**config.mk**
```make
export PLATFORM = sky130hd
export DESIGN_NAME = acc_alu
export DESIGN_NICKNAME = d
export VERILOG_FILES = /design/src/rtl/acc_alu_pkg.sv /design/src/rtl/acc_alu_arith.sv /design/src/rtl/acc_alu_logic.sv /design/src/rtl/acc_alu_move.sv /design/src/rtl/acc_alu_flags.sv /design/src/rtl/acc_alu.sv
export SDC_FILE = /design/constraint.sdc
export NUM_CORES = 1
export LEC_CHECK = 0
export ABC_AREA = 1
export BUFFER_PORTS_ARGS = -buffer_cell sky130_fd_sc_hd__buf_2
export CAP_MARGIN = 10
export CELL_PAD_IN_SITES_DETAIL_PLACEMENT = 0
export CELL_PAD_IN_SITES_GLOBAL_PLACEMENT = 1
export CORE_MARGIN = 2
export CORE_UTILIZATION = 42
export DETAILED_ROUTE_END_ITERATION = 10
export PLACE_DENSITY_LB_ADDON = 0.05
export SYNTH_ARGS = -nofsm -noshare
export SYNTH_HDL_FRONTEND = slang
export SYNTH_SLANG_ARGS = --single-unit
```
**constraint.sdc**
```tcl
create_clock -name vclk -period 4.6
set_input_delay 1.15 -clock vclk [all_inputs]
set_output_delay 1.15 -clock vclk [all_outputs]
set_load 0.01 [all_outputs]
```
**src/rtl/acc_alu_pkg.sv**
```systemverilog
package acc_alu_pkg;

    typedef enum logic [3:0] {
        FN_IDLE = 4'd0,
        FN_ADD  = 4'd1,
        FN_SUB  = 4'd2,
        FN_CMP  = 4'd3,
        FN_AND  = 4'd4,
        FN_OR   = 4'd5,
        FN_XOR  = 4'd6,
        FN_SHL  = 4'd7,
        FN_SHR  = 4'd8,
        FN_SWAP = 4'd9
    } alu_fn_e;

    typedef enum logic [1:0] {
        GRP_NONE  = 2'd0,
        GRP_ARITH = 2'd1,
        GRP_LOGIC = 2'd2,
        GRP_MOVE  = 2'd3
    } alu_grp_e;

    function automatic alu_grp_e fn_group(input logic [3:0] code);
        alu_grp_e g;
        unique case (code)
            4'd1, 4'd2, 4'd3: g = GRP_ARITH;
            4'd4, 4'd5, 4'd6: g = GRP_LOGIC;
            4'd7, 4'd8, 4'd9: g = GRP_MOVE;
            default:          g = GRP_NONE;
        endcase
        return g;
    endfunction

endpackage

```
**src/rtl/acc_alu_arith.sv**
```systemverilog
module acc_alu_arith
    import acc_alu_pkg::*;
#(
    parameter int W = 16
) (
    input  logic         sub_i,
    input  logic [W-1:0] a_i,
    input  logic [W-1:0] b_i,
    output logic [W-1:0] y_o,
    output logic         c_o
);
    localparam int XW = W + 1;

    logic [XW-1:0] wide_sum;
    logic [XW-1:0] wide_diff;

    always_comb begin
        wide_sum  = {1'b0, a_i} + {1'b0, b_i};
        wide_diff = {1'b0, a_i} - {1'b0, b_i};
        if (sub_i) begin
            y_o = wide_diff[W-1:0];
            c_o = wide_diff[W];
        end else begin
            y_o = wide_sum[W-1:0];
            c_o = wide_sum[W];
        end
    end
endmodule

```
**src/rtl/acc_alu_logic.sv**
```systemverilog
module acc_alu_logic
    import acc_alu_pkg::*;
#(
    parameter int W = 16
) (
    input  logic [3:0]   fn_i,
    input  logic [W-1:0] a_i,
    input  logic [W-1:0] b_i,
    output logic [W-1:0] y_o
);
    always_comb begin
        case (fn_i)
            FN_AND:  y_o = a_i & b_i;
            FN_OR:   y_o = a_i | b_i;
            FN_XOR:  y_o = a_i ^ b_i;
            default: y_o = '0;
        endcase
    end
endmodule

```
**src/rtl/acc_alu_move.sv**
```systemverilog
module acc_alu_move
    import acc_alu_pkg::*;
#(
    parameter int W = 16
) (
    input  logic [3:0]   fn_i,
    input  logic [W-1:0] b_i,
    output logic [W-1:0] y_o,
    output logic         c_o
);
    localparam int HW = W / 2;

    logic [W-1:0] swapped;

    genvar k;
    generate
        for (k = 0; k < HW; k++) begin : g_lane
            assign swapped[k]      = b_i[k + HW];
            assign swapped[k + HW] = b_i[k];
        end
    endgenerate

    always_comb begin
        case (fn_i)
            FN_SHL: begin
                y_o = {b_i[W-2:0], 1'b0};
                c_o = b_i[W-1];
            end
            FN_SHR: begin
                y_o = {1'b0, b_i[W-1:1]};
                c_o = b_i[0];
            end
            FN_SWAP: begin
                y_o = swapped;
                c_o = 1'b0;
            end
            default: begin
                y_o = '0;
                c_o = 1'b0;
            end
        endcase
    end
endmodule

```
**src/rtl/acc_alu_flags.sv**
```systemverilog
module acc_alu_flags #(
    parameter int W = 16
) (
    input  logic         valid_i,
    input  logic [W-1:0] y_i,
    input  logic         c_i,
    output logic         z_o,
    output logic         n_o,
    output logic         c_o,
    output logic         upd_o
);
    always_comb begin
        upd_o = valid_i;
        z_o   = valid_i & (y_i == '0);
        n_o   = valid_i & y_i[W-1];
        c_o   = valid_i & c_i;
    end
endmodule

```
**src/rtl/acc_alu.sv**
```systemverilog
module acc_alu
    import acc_alu_pkg::*;
#(
    parameter int W = 16
) (
    input  logic [3:0]   func_i,
    input  logic [W-1:0] acc_i,
    input  logic [W-1:0] opnd_i,
    output logic [W-1:0] result_o,
    output logic         acc_we_o,
    output logic         flag_z_o,
    output logic         flag_n_o,
    output logic         flag_c_o,
    output logic         flag_z_we_o,
    output logic         flag_n_we_o,
    output logic         flag_c_we_o,
    output logic         flag_v_we_o
);
    alu_grp_e     grp;
    logic         is_sub;
    logic [W-1:0] arith_y;
    logic         arith_c;
    logic [W-1:0] logic_y;
    logic [W-1:0] move_y;
    logic         move_c;
    logic [W-1:0] sel_y;
    logic         sel_c;
    logic         valid;
    logic         upd;

    assign grp    = fn_group(func_i);
    assign is_sub = (func_i == FN_SUB) || (func_i == FN_CMP);

    acc_alu_arith #(.W(W)) u_arith (
        .sub_i (is_sub),
        .a_i   (acc_i),
        .b_i   (opnd_i),
        .y_o   (arith_y),
        .c_o   (arith_c)
    );

    acc_alu_logic #(.W(W)) u_logic (
        .fn_i  (func_i),
        .a_i   (acc_i),
        .b_i   (opnd_i),
        .y_o   (logic_y)
    );

    acc_alu_move #(.W(W)) u_move (
        .fn_i  (func_i),
        .b_i   (opnd_i),
        .y_o   (move_y),
        .c_o   (move_c)
    );

    always_comb begin
        unique case (grp)
            GRP_ARITH: begin sel_y = arith_y; sel_c = arith_c; valid = 1'b1; end
            GRP_LOGIC: begin sel_y = logic_y; sel_c = 1'b0;    valid = 1'b1; end
            GRP_MOVE:  begin sel_y = move_y;  sel_c = move_c;  valid = 1'b1; end
            default:   begin sel_y = '0;      sel_c = 1'b0;    valid = 1'b0; end
        endcase
    end

    acc_alu_flags #(.W(W)) u_flags (
        .valid_i (valid),
        .y_i     (sel_y),
        .c_i     (sel_c),
        .z_o     (flag_z_o),
        .n_o     (flag_n_o),
        .c_o     (flag_c_o),
        .upd_o   (upd)
    );

    always_comb begin
        result_o    = sel_y;
        acc_we_o    = valid && (func_i != FN_CMP);
        flag_z_we_o = upd;
        flag_n_we_o = upd;
        flag_c_we_o = upd;
        flag_v_we_o = 1'b0;
    end
endmodule

```
# Word-level counts from Yosys, hierarchy flattened

Memory sizes are Yosys's and may differ from the RTL's.
Index checks and enable logic that the tools add are counted.

Flip-flop bits (word level): 0
Bits in read-only memories: 32
Bits of input ports: 36
Memories kept: 1

Memories:

| name             | words | bits a word | read ports | clocked after memory_dff | write ports | line              | RTL |
|---|---|---|---|---|---|---|---|
| (name not given) | 16    | 2           | 1          | 0                        | 0           | acc_alu_pkg.sv:25 | `unique case (code)` |

Add/sub/neg operators: 2
Eq/ne operators: 12
Multiplexer cells: 8
Bitwise operators: 6
Reduce and logical (&&, ||, !) cells: 4

Operator list:

| cell                                          | number |
|---|---|
| one-hot mux 16 bit (3 select lines)           | 3 |
| adder 16 x 16 -> 17 bit                       | 1 |
| subtractor 16 x 16 -> 17 bit                  | 1 |
| AND 16 bit                                    | 1 |
| == test 4 x 3 -> 1 bit, second input constant | 4 |
| zero test 16 bit                              | 1 |
| two-way mux 16 bit                            | 1 |
| OR 16 bit                                     | 1 |
| XOR 16 bit                                    | 1 |
| == test 4 x 2 -> 1 bit, second input constant | 2 |
| == test 4 bit, second input constant          | 2 |
| == test 2 bit, second input constant          | 2 |
| != test 4 x 2 -> 1 bit, second input constant | 1 |
| one-hot mux 1 bit (2 select lines)            | 2 |
| AND 1 bit                                     | 3 |
| OR reduction 3 bit                            | 1 |
| == test 2 x 1 -> 1 bit, second input constant | 1 |
| two-way mux 1 bit                             | 2 |
| logical AND 1 bit                             | 1 |
| logical OR 1 bit                              | 1 |

# Depth between registers and ports, before layout

Gate-level depths: netlist of run 1.

Depth in word-level cells: 6
Mapped depth: 20
Depth with buffers taken out: 19

# By module

Synthesis of run 1 repeated with hierarchy kept, for this count alone.

Cells, all modules: 810
Area, all modules: 4573.1 um^2

By module, submodules not included:

| module        | instances | cells each | area each (um^2) | sequential area each (um^2) |
|---|---|---|---|---|
| acc_alu_arith | 1         | 430        | 2316.0           | 0.0 |
| acc_alu_logic | 1         | 149        | 982.2            | 0.0 |
| acc_alu       | 1         | 131        | 749.5            | 0.0 |
| acc_alu_move  | 1         | 81         | 442.9            | 0.0 |
| acc_alu_flags | 1         | 19         | 82.6             | 0.0 |

# Least setup slack after synthesis of run 1

No wires, ideal clock.

Path type: input -> output
Start: input port acc_i[0]
End: output port flag_z_o
Data arrival time: 2840 ps
Data required time: 3450 ps
Slack: 610 ps
Stages on the path: 17
Buffers on the path: 0
Path through: inv_1 > ha_1 > inv_1 > fa_1 > nand2_1 > nand2_1 > nand3_1 > nand3_1 > nand2_1 > nand2_1 > nand3_2 > nand2_2 > nor2_2 > nand2_1 > nor2_1 > nand3_1 > nor2_1

Cells in the longest elaborated chain, start to end: 5
Elaborated cells between the ends (all ways): 10
Classes of those cells: 2 x add/sub; 3 x mux; 4 x bitwise; 1 x reduce/logical

RTL lines:

| what                                                                    | line                                     | RTL |
|---|---|---|
| from (decl)                                                             | acc_alu.sv:7                             | `input logic [W-1:0] acc_i,` |
| adder 16 x 16 -> 17 bit or subtractor 16 x 16 -> 17 bit (tied branches) | acc_alu_arith.sv:18, acc_alu_arith.sv:19 |  |
| two-way mux 16 bit (*)                                                  | acc_alu_arith.sv:20                      | `if (sub_i) begin` |
| one-hot mux 16 bit (3 select lines) (*)                                 | acc_alu.sv:57                            | `unique case (grp)` |
| named net result_o[8]                                                   | acc_alu.sv:9                             | `output logic [W-1:0] result_o,` |
| zero test 16 bit (*)                                                    | acc_alu_flags.sv:14                      | `z_o = valid_i & (y_i == '0);` |
| AND 1 bit (*)                                                           | acc_alu_flags.sv:14                      |  |
| to (decl)                                                               | acc_alu.sv:11                            | `output logic flag_z_o,` |

The timed path passes the listed nets; every way through them passes the cells marked *.

# Worst setup path in the final report of run 1

Start: input port opnd_i[10]
End: output port flag_z_o

Cells in the longest elaborated chain, start to end: 5
Elaborated cells between the ends (all ways): 11
Classes of those cells: 2 x add/sub; 4 x mux; 4 x bitwise; 1 x reduce/logical

RTL lines:

| what                                                                      | line                                     | RTL |
|---|---|---|
| from (decl)                                                               | acc_alu.sv:8                             | `input logic [W-1:0] opnd_i,` |
| adder 16 x 16 -> 17 bit, or another cell as far along                     | acc_alu_arith.sv:18                      | `wide_sum = {1'b0, a_i} + {1'b0, b_i};` |
| two-way mux 16 bit or one-hot mux 16 bit (3 select lines) (tied branches) | acc_alu_arith.sv:20, acc_alu_logic.sv:12 |  |
| one-hot mux 16 bit (3 select lines) (*)                                   | acc_alu.sv:57                            |  |
| zero test 16 bit (*)                                                      | acc_alu_flags.sv:14                      |  |
| AND 1 bit (*)                                                             | acc_alu_flags.sv:14                      |  |

Mark *: on every way between the ends. The rest lies on a longest branch, timed or not.

==> run_results.csv, run 1 <==
group,metric,value,unit
run_status,status,"complete, no violations",
floorplan,dieArea,8410,um2
floorplan,core_area,7370,um2
cells_and_area,final_cell_mix,"nand2_1 (181), inv_1 (88), nor2_1 (66)",
power,vdd_drop_max,58.0,uV
detailed_routing,drc,0,
place,dp.cells,766,
floorplan,io_pins,60,
timing,hold_viol,0,
critical_path,crit_buf_inv,3,
timing,finalSetupViolations,0,
critical_path,slowest_stage,"a21oi_1",
detailed_routing,drtIter0Drc,338,
critical_path,crit_type,"input pin to output pin",
synth,synth_area,3230,um2
cells_and_area,final_cells,767,
detailed_routing,drtPass1Iterations,6,
cells_and_area,n_clock_buffer,0,
power,p_leak,0.00219,uW
cells_and_area,final_nets,756,
synth,syn_inst,607,
cells_and_area,final_common_cell,"nand2_1",
detailed_routing,post_drt_wl_per_cell,16.4,um
critical_path,cp_top_family,"compound AO/OA/AOI/OAI gates",
synth,synth_warnings,0,
synth,ys_types,38,
hold_path,holdCritPathClass,"input pin to output pin",
timing,worst_hold_slack,2.67,ns
synth,seq_area_frac_synth,0,%
synth,synth_fp_nets,693,
detailed_routing,wirelength,12.6,mm
global_route,grt_pass1_wl,19.5,mm
cells_and_area,n_antenna_cell,0,
timing,tightest_slew,0.707,ns
global_route,antenna_found_initial,0,
cells_and_area,fin_util,51.1,%
critical_path,endpoint_kind,"output pin",
place,io_buffers,59,
floorplan,row_count,31,
global_route,grt_pass1_vias,3719,
critical_path,critPathRequiredTime,3.45,ns
critical_path,cp_slowest_stage_delay,0.36,ns
cells_and_area,regArea,0,um2
critical_path,cp_max_fo,8,
detailed_routing,vias,4136,
flow_run,cap_violations,0,
cells_and_area,drive_gt1_share,21.3,%
critical_path,crit_end,"flag_z_o",
timing,slew_headroom,52.7,%
global_route,grt_max_degree,17,
timing,fin_crit_sh,96.0,%
power,finalPower,459,uW
critical_path,crit_cells,14,
timing,drv_slew,0,
place,place.gp.congestion,0.936,
global_route,grt-ovfl-total,0,
place,dp_hpwl,10.7,mm
detailed_routing,antenna_left,0,
global_route,grt_usage,29.2,%
timing,finalSetupTns,0,ns
critical_path,path_cells,"buf_2, inv_1, ha_2, a21oi_1, a21boi_0, nand2_1, a21oi_1, o21ai_0, nand3_1, nand2_2, nor2_1, nand2_1, nor2_1, buf_2",
critical_path,critPathArrivalTime,3.27,ns
timing,rsz0062_at_grt,"no",
timing,fmax,226,MHz
cells_and_area,syn_to_final_growth,16.5,%
critical_path,start_kind,"input pin",
floorplan,fp.dieH,91.7,um
cells_and_area,seq_cells,0,
floorplan,initial_utilization,43.8,%
power,p_per_area,122,nW/um2
floorplan,dieWidth,91.7,um
detailed_routing,drt-vias-per-instance,5.39,
critical_path,critPathLaunch,"opnd_i[10]",
synth,syn_avg_cell_area,5.32,um2
timing,min_period,4.42,ns
==> cells by family (layout without fill, tap and decap cells) <==
| group | Yosys count | in the layout | synth area share [%] |
|---|---|---|---|
| adder cells (fa/ha/maj) | 50 | 50 | 19.8 |
| AND/OR/NAND/NOR | 349 | 349 | 46.7 |
| XOR/XNOR | 3 | 3 | 0.813 |
| buffers and inverters | 126 | 187 | 17.1 |
| AO/OA/AOI/OAI | 78 | 78 | 15.4 |
| other | 1 | 1 | 0.116 |
==> where the power goes <==
part | total, uW | internal [uW] | switching, uW
Sequential | 0 | 0 | 0
Combinational | 459 | 165 | 293
Clock | 0 | 0 | 0
Total | 459 | 165 | 293
==> routing by layer <==
metal | part of all wire (%) | wire length (um) | vias up | track usage (%)
li1 | - | - | 2054 | -
met2 | 42 | 5330 | 184 | 44.5
met3 | 7.4 | 938 | 18 | 1.64
met1 | 48 | 6050 | 1880 | 44.8
met5 | 0 | 0 | - | 0
met4 | 2.2 | 279 | 0 | 6.22
==> synth_stat cells (all sizes together) <==
library cell	count	area share, %
nand4	8	1.5
o22ai	17	3.3
fa	2	1.2
nor4b	2	0.54
conb	1	0.12
buf	21	4.8
nand2	194	24
nor2	78	9.8
nor3	7	1.2
o211ai	2	0.46
a31o	1	0.27
xor2	3	0.81
nor4	2	0.39
a21oi	24	4.2
a211oi	3	0.70
ha	48	19
inv	104	12
a31oi	1	0.19
o21bai	4	0.93
a21boi	2	0.46
o221ai	10	2.7
nand3b	3	0.70
clkinv	1	0.12
nand3	52	8.2
and2	3	0.58
o21ai	14	2.2
==> through the flow <==
step / setup slack, ns / instance area [um2]
CTS: 0.0705 / 3660
detailed placement: 0.0794 / 3660
global route: 0.00489 / 3760
global placement: 0.120 / 3660
floorplan: 0.610 / 3230
finish: 0.182 / 3760
==> repair_timing <==
| item | CTS | global route |
|---|---|---|
| buffers inserted | 0 | 1 |
| hold buffers | 0 | 0 |
| setup endpoints to repair | 0 | 1 |
| resized for setup | 0 | 30 |
==> layout make-up <==
type                            instances  area, um2
Timing Repair Buffer                   82        468
Multi-Input combinational cell        481       2770
Inverter                              105        399
Fill cell                             818       3610
Tap cell                               99        124
==> worst min path at each step <==
stage / startpoint / to / slack (ns) / cells past startpoint
3_3_place_gp: func_i[0] / acc_we_o / 2.65 / 3
6_report: func_i[0] / acc_we_o / 2.67 / 3
3_5_place_dp: func_i[0] / acc_we_o / 2.67 / 3
2_1_floorplan: func_i[0] / acc_we_o / 2.40 / 1
4_1_cts: func_i[0] / acc_we_o / 2.67 / 3
5_1_grt: func_i[0] / acc_we_o / 2.69 / 3
Power figures use the tool's default switching activity.
==> run 2: changes to the inputs <==
- ABC_AREA: 1 -> default
- CORE_UTILIZATION: 42 -> 44
==> run_results.csv, run 2 <==
group,metric,value,unit
floorplan,dieWidth,80.4,um
detailed_routing,drt-vias-per-instance,6.37,
place,place.gp.congestion,0.916,
hold_path,holdCritPathClass,"input pin to output pin",
detailed_routing,post_drt_wl_per_cell,20.4,um
timing,drv_slew,0,
cells_and_area,n_antenna_cell,0,
global_route,antenna_found_initial,0,
critical_path,path_common_cell,"or4_4",
cells_and_area,syn_to_final_growth,76.1,%
synth,syn_inst,375,
global_route,grt_pass1_vias,3775,
synth,seq_area_frac_synth,0,%
critical_path,critPathArrivalTime,4.49,ns
detailed_routing,drtPass1Iterations,8,
hold_path,holdCritStartpoint,"opnd_i[15]",
global_route,grt_usage,36.4,%
timing,finalSetupTns,-3.74,ns
floorplan,fp.dieH,80.4,um
critical_path,slowest_stage,"or4_4",
synth,yosysTopAreaCellShare,23.4,%
critical_path,critPathLaunch,"opnd_i[0]",
run_status,status,"finished with violations",
flow_run,cap_violations,0,
synth,synth_fp_nets,461,
power,p_leak,0.00221,uW
run_status,violations,"setup timing",
synth,synth_area,2570,um2
cells_and_area,regArea,0,um2
critical_path,crit_type,"input pin to output pin",
detailed_routing,wirelength,12.8,mm
timing,fin_ws,-1.04,ns
synth,synth_top_area_cell,"ha_1",
critical_path,cp_max_fo,3,
global_route,grt_pass1_wl,18.5,mm
cells_and_area,final_nets,642,
floorplan,initial_utilization,46.1,%
timing,worst_hold_slack,2.75,ns
place,io_buffers,59,
critical_path,endpoint_kind,"output pin",
synth,yosysMostFrequentCell,"ha_1",
detailed_routing,vias,3988,
place,dp_hpwl,8.35,mm
hold_path,hold-path-cell-count,4,
timing,fin_crit_sh,123,%
critical_path,path_cells,"buf_8, ha_4, inv_2, fa_2, nor2b_4, o31a_1, a21oi_2, o21ai_1, mux2i_1, o211ai_1, a2111o_1, or4_4, or4_4, a2111oi_4, buf_2",
synth,synth_top_cells_by_area,"ha_1 (23%), a21oi_1 (6.4%), inv_1 (6.3%)",
detailed_routing,antenna_left,0,
power,p_per_area,130,nW/um2
critical_path,critPathRequiredTime,3.45,ns
synth,synth_common_cells,"ha_1 (48), inv_1 (43), a21oi_1 (33), nor2_1 (28), o21ai_0 (22)",
cells_and_area,drive_gt1_share,50.7,%
cells_and_area,final_cells,626,
critical_path,start_kind,"input pin",
global_route,grt-ovfl-total,0,
critical_path,cp_slowest_stage_delay,0.44,ns
power,vdd_drop_max,87.6,uV
floorplan,core_area,5570,um2
timing,finalSetupViolations,8,
detailed_routing,drc,0,
cells_and_area,final_common_cell,"buf_4",
cells_and_area,seq_cells,0,
cells_and_area,n_clock_buffer,0,
floorplan,row_count,27,
cells_and_area,final_cell_mix,"buf_4 (135), buf_2 (46), ha_1 (35)",
synth,ys_types,60,
timing,tightest_slew,0.541,ns
timing,rsz0062_at_grt,"yes",
timing,min_period,5.64,ns
floorplan,dieArea,6470,um2
cells_and_area,fin_util,81.2,%
timing,slew_headroom,63.6,%
detailed_routing,drtIter0Drc,564,
timing,fmax,177,MHz
floorplan,io_pins,60,
synth,syn_avg_cell_area,6.86,um2
hold_path,hold-path-endpoint,"flag_c_o",
place,dp.cells,608,
timing,hold_viol,0,
synth,synth_warnings,0,
global_route,grt_max_degree,17,
## run 2: changes by cell type after synthesis, moves of 9 or more
cell	delta
nand2_1	-166
inv_1	-50
nand3_1	-46
nor2_1	-40
o22ai_1	-17
a22oi_1	+15
clkbuf_1	+13
o21ai_0	+12
a21oi_1	+11
a221oi_1	+11
inv_2	-10
nor2_2	-10
o221ai_1	-10
nand2_2	-9
## run 2: area by class of cell
class              instances  area, um2
repair buffers           205       1550
fillers                  367       1050
multi-input cells        306       2720
well taps                 72       90.1
inverters                 43        176
## run 2: worst max-delay path, delay by kind of cell
family	cells	cell delay, ns
adders and majority gates	2	0.54
and+or+nand+nor	3	1.00
buffers and inverters	3	0.32
muxes	1	0.23
AOI/OAI and AO/OA	6	1.24
## run 2: power breakdown
part	internal [uW]	leakage, uW	switching, uW
Sequential	0	0	0
Clock	0	0	0
Combinational	287	0.00221	300
## run 2: per-stage QoR
step	total power [uW]	worst slack [ns]	instance area [um2]
2_1_floorplan	239	-0.573	2660
3_3_place_gp	443	-1.22	3910
3_5_place_dp	449	-1.23	3910
4_1_cts	537	-0.844	4460
5_1_grt	616	-1.06	4530
6_report	587	-1.04	4530
## run 2: worst max-delay path by stage
stage / endpoint / cells after the start
floorplan: flag_z_o / 14
global placement: flag_z_o / 14
detailed placement: flag_z_o / 14
CTS: flag_z_o / 16
global route: flag_z_o / 15
finish: flag_z_o / 15
## run 2: what timing repair did
action | in CTS | in global routing
hold buffers | 0 | 0
buffers inserted | 25 | 9
pin swaps | 43 | 25
gates resized for setup | 93 | 27
setup endpoints to repair | 8 | 9
endpoints found under the hold margin | 0 | 0
## run 2: layer usage
metal  vias to the layer above  GRT usage [%]  share of wire [%]
met2                       333           64.3                 46
met3                       111           5.17                 11
li1                       1740              -                  -
met1                      1804           44.0                 37
met4                         0           14.1                6.6
met5                         -              0                  0
## run 2: cell families (layout without fill, tap and decap cells)
group	count (synthesis)	count (layout)	share of synthesized area (%)
compound gates	140	140	37.2
xor+xnor	12	12	4.09
other cells	1	1	0.146
simple gates	99	99	20.3
fa+ha+maj	50	50	24.9
mux	4	4	2.04
buf+inv	69	248	11.3
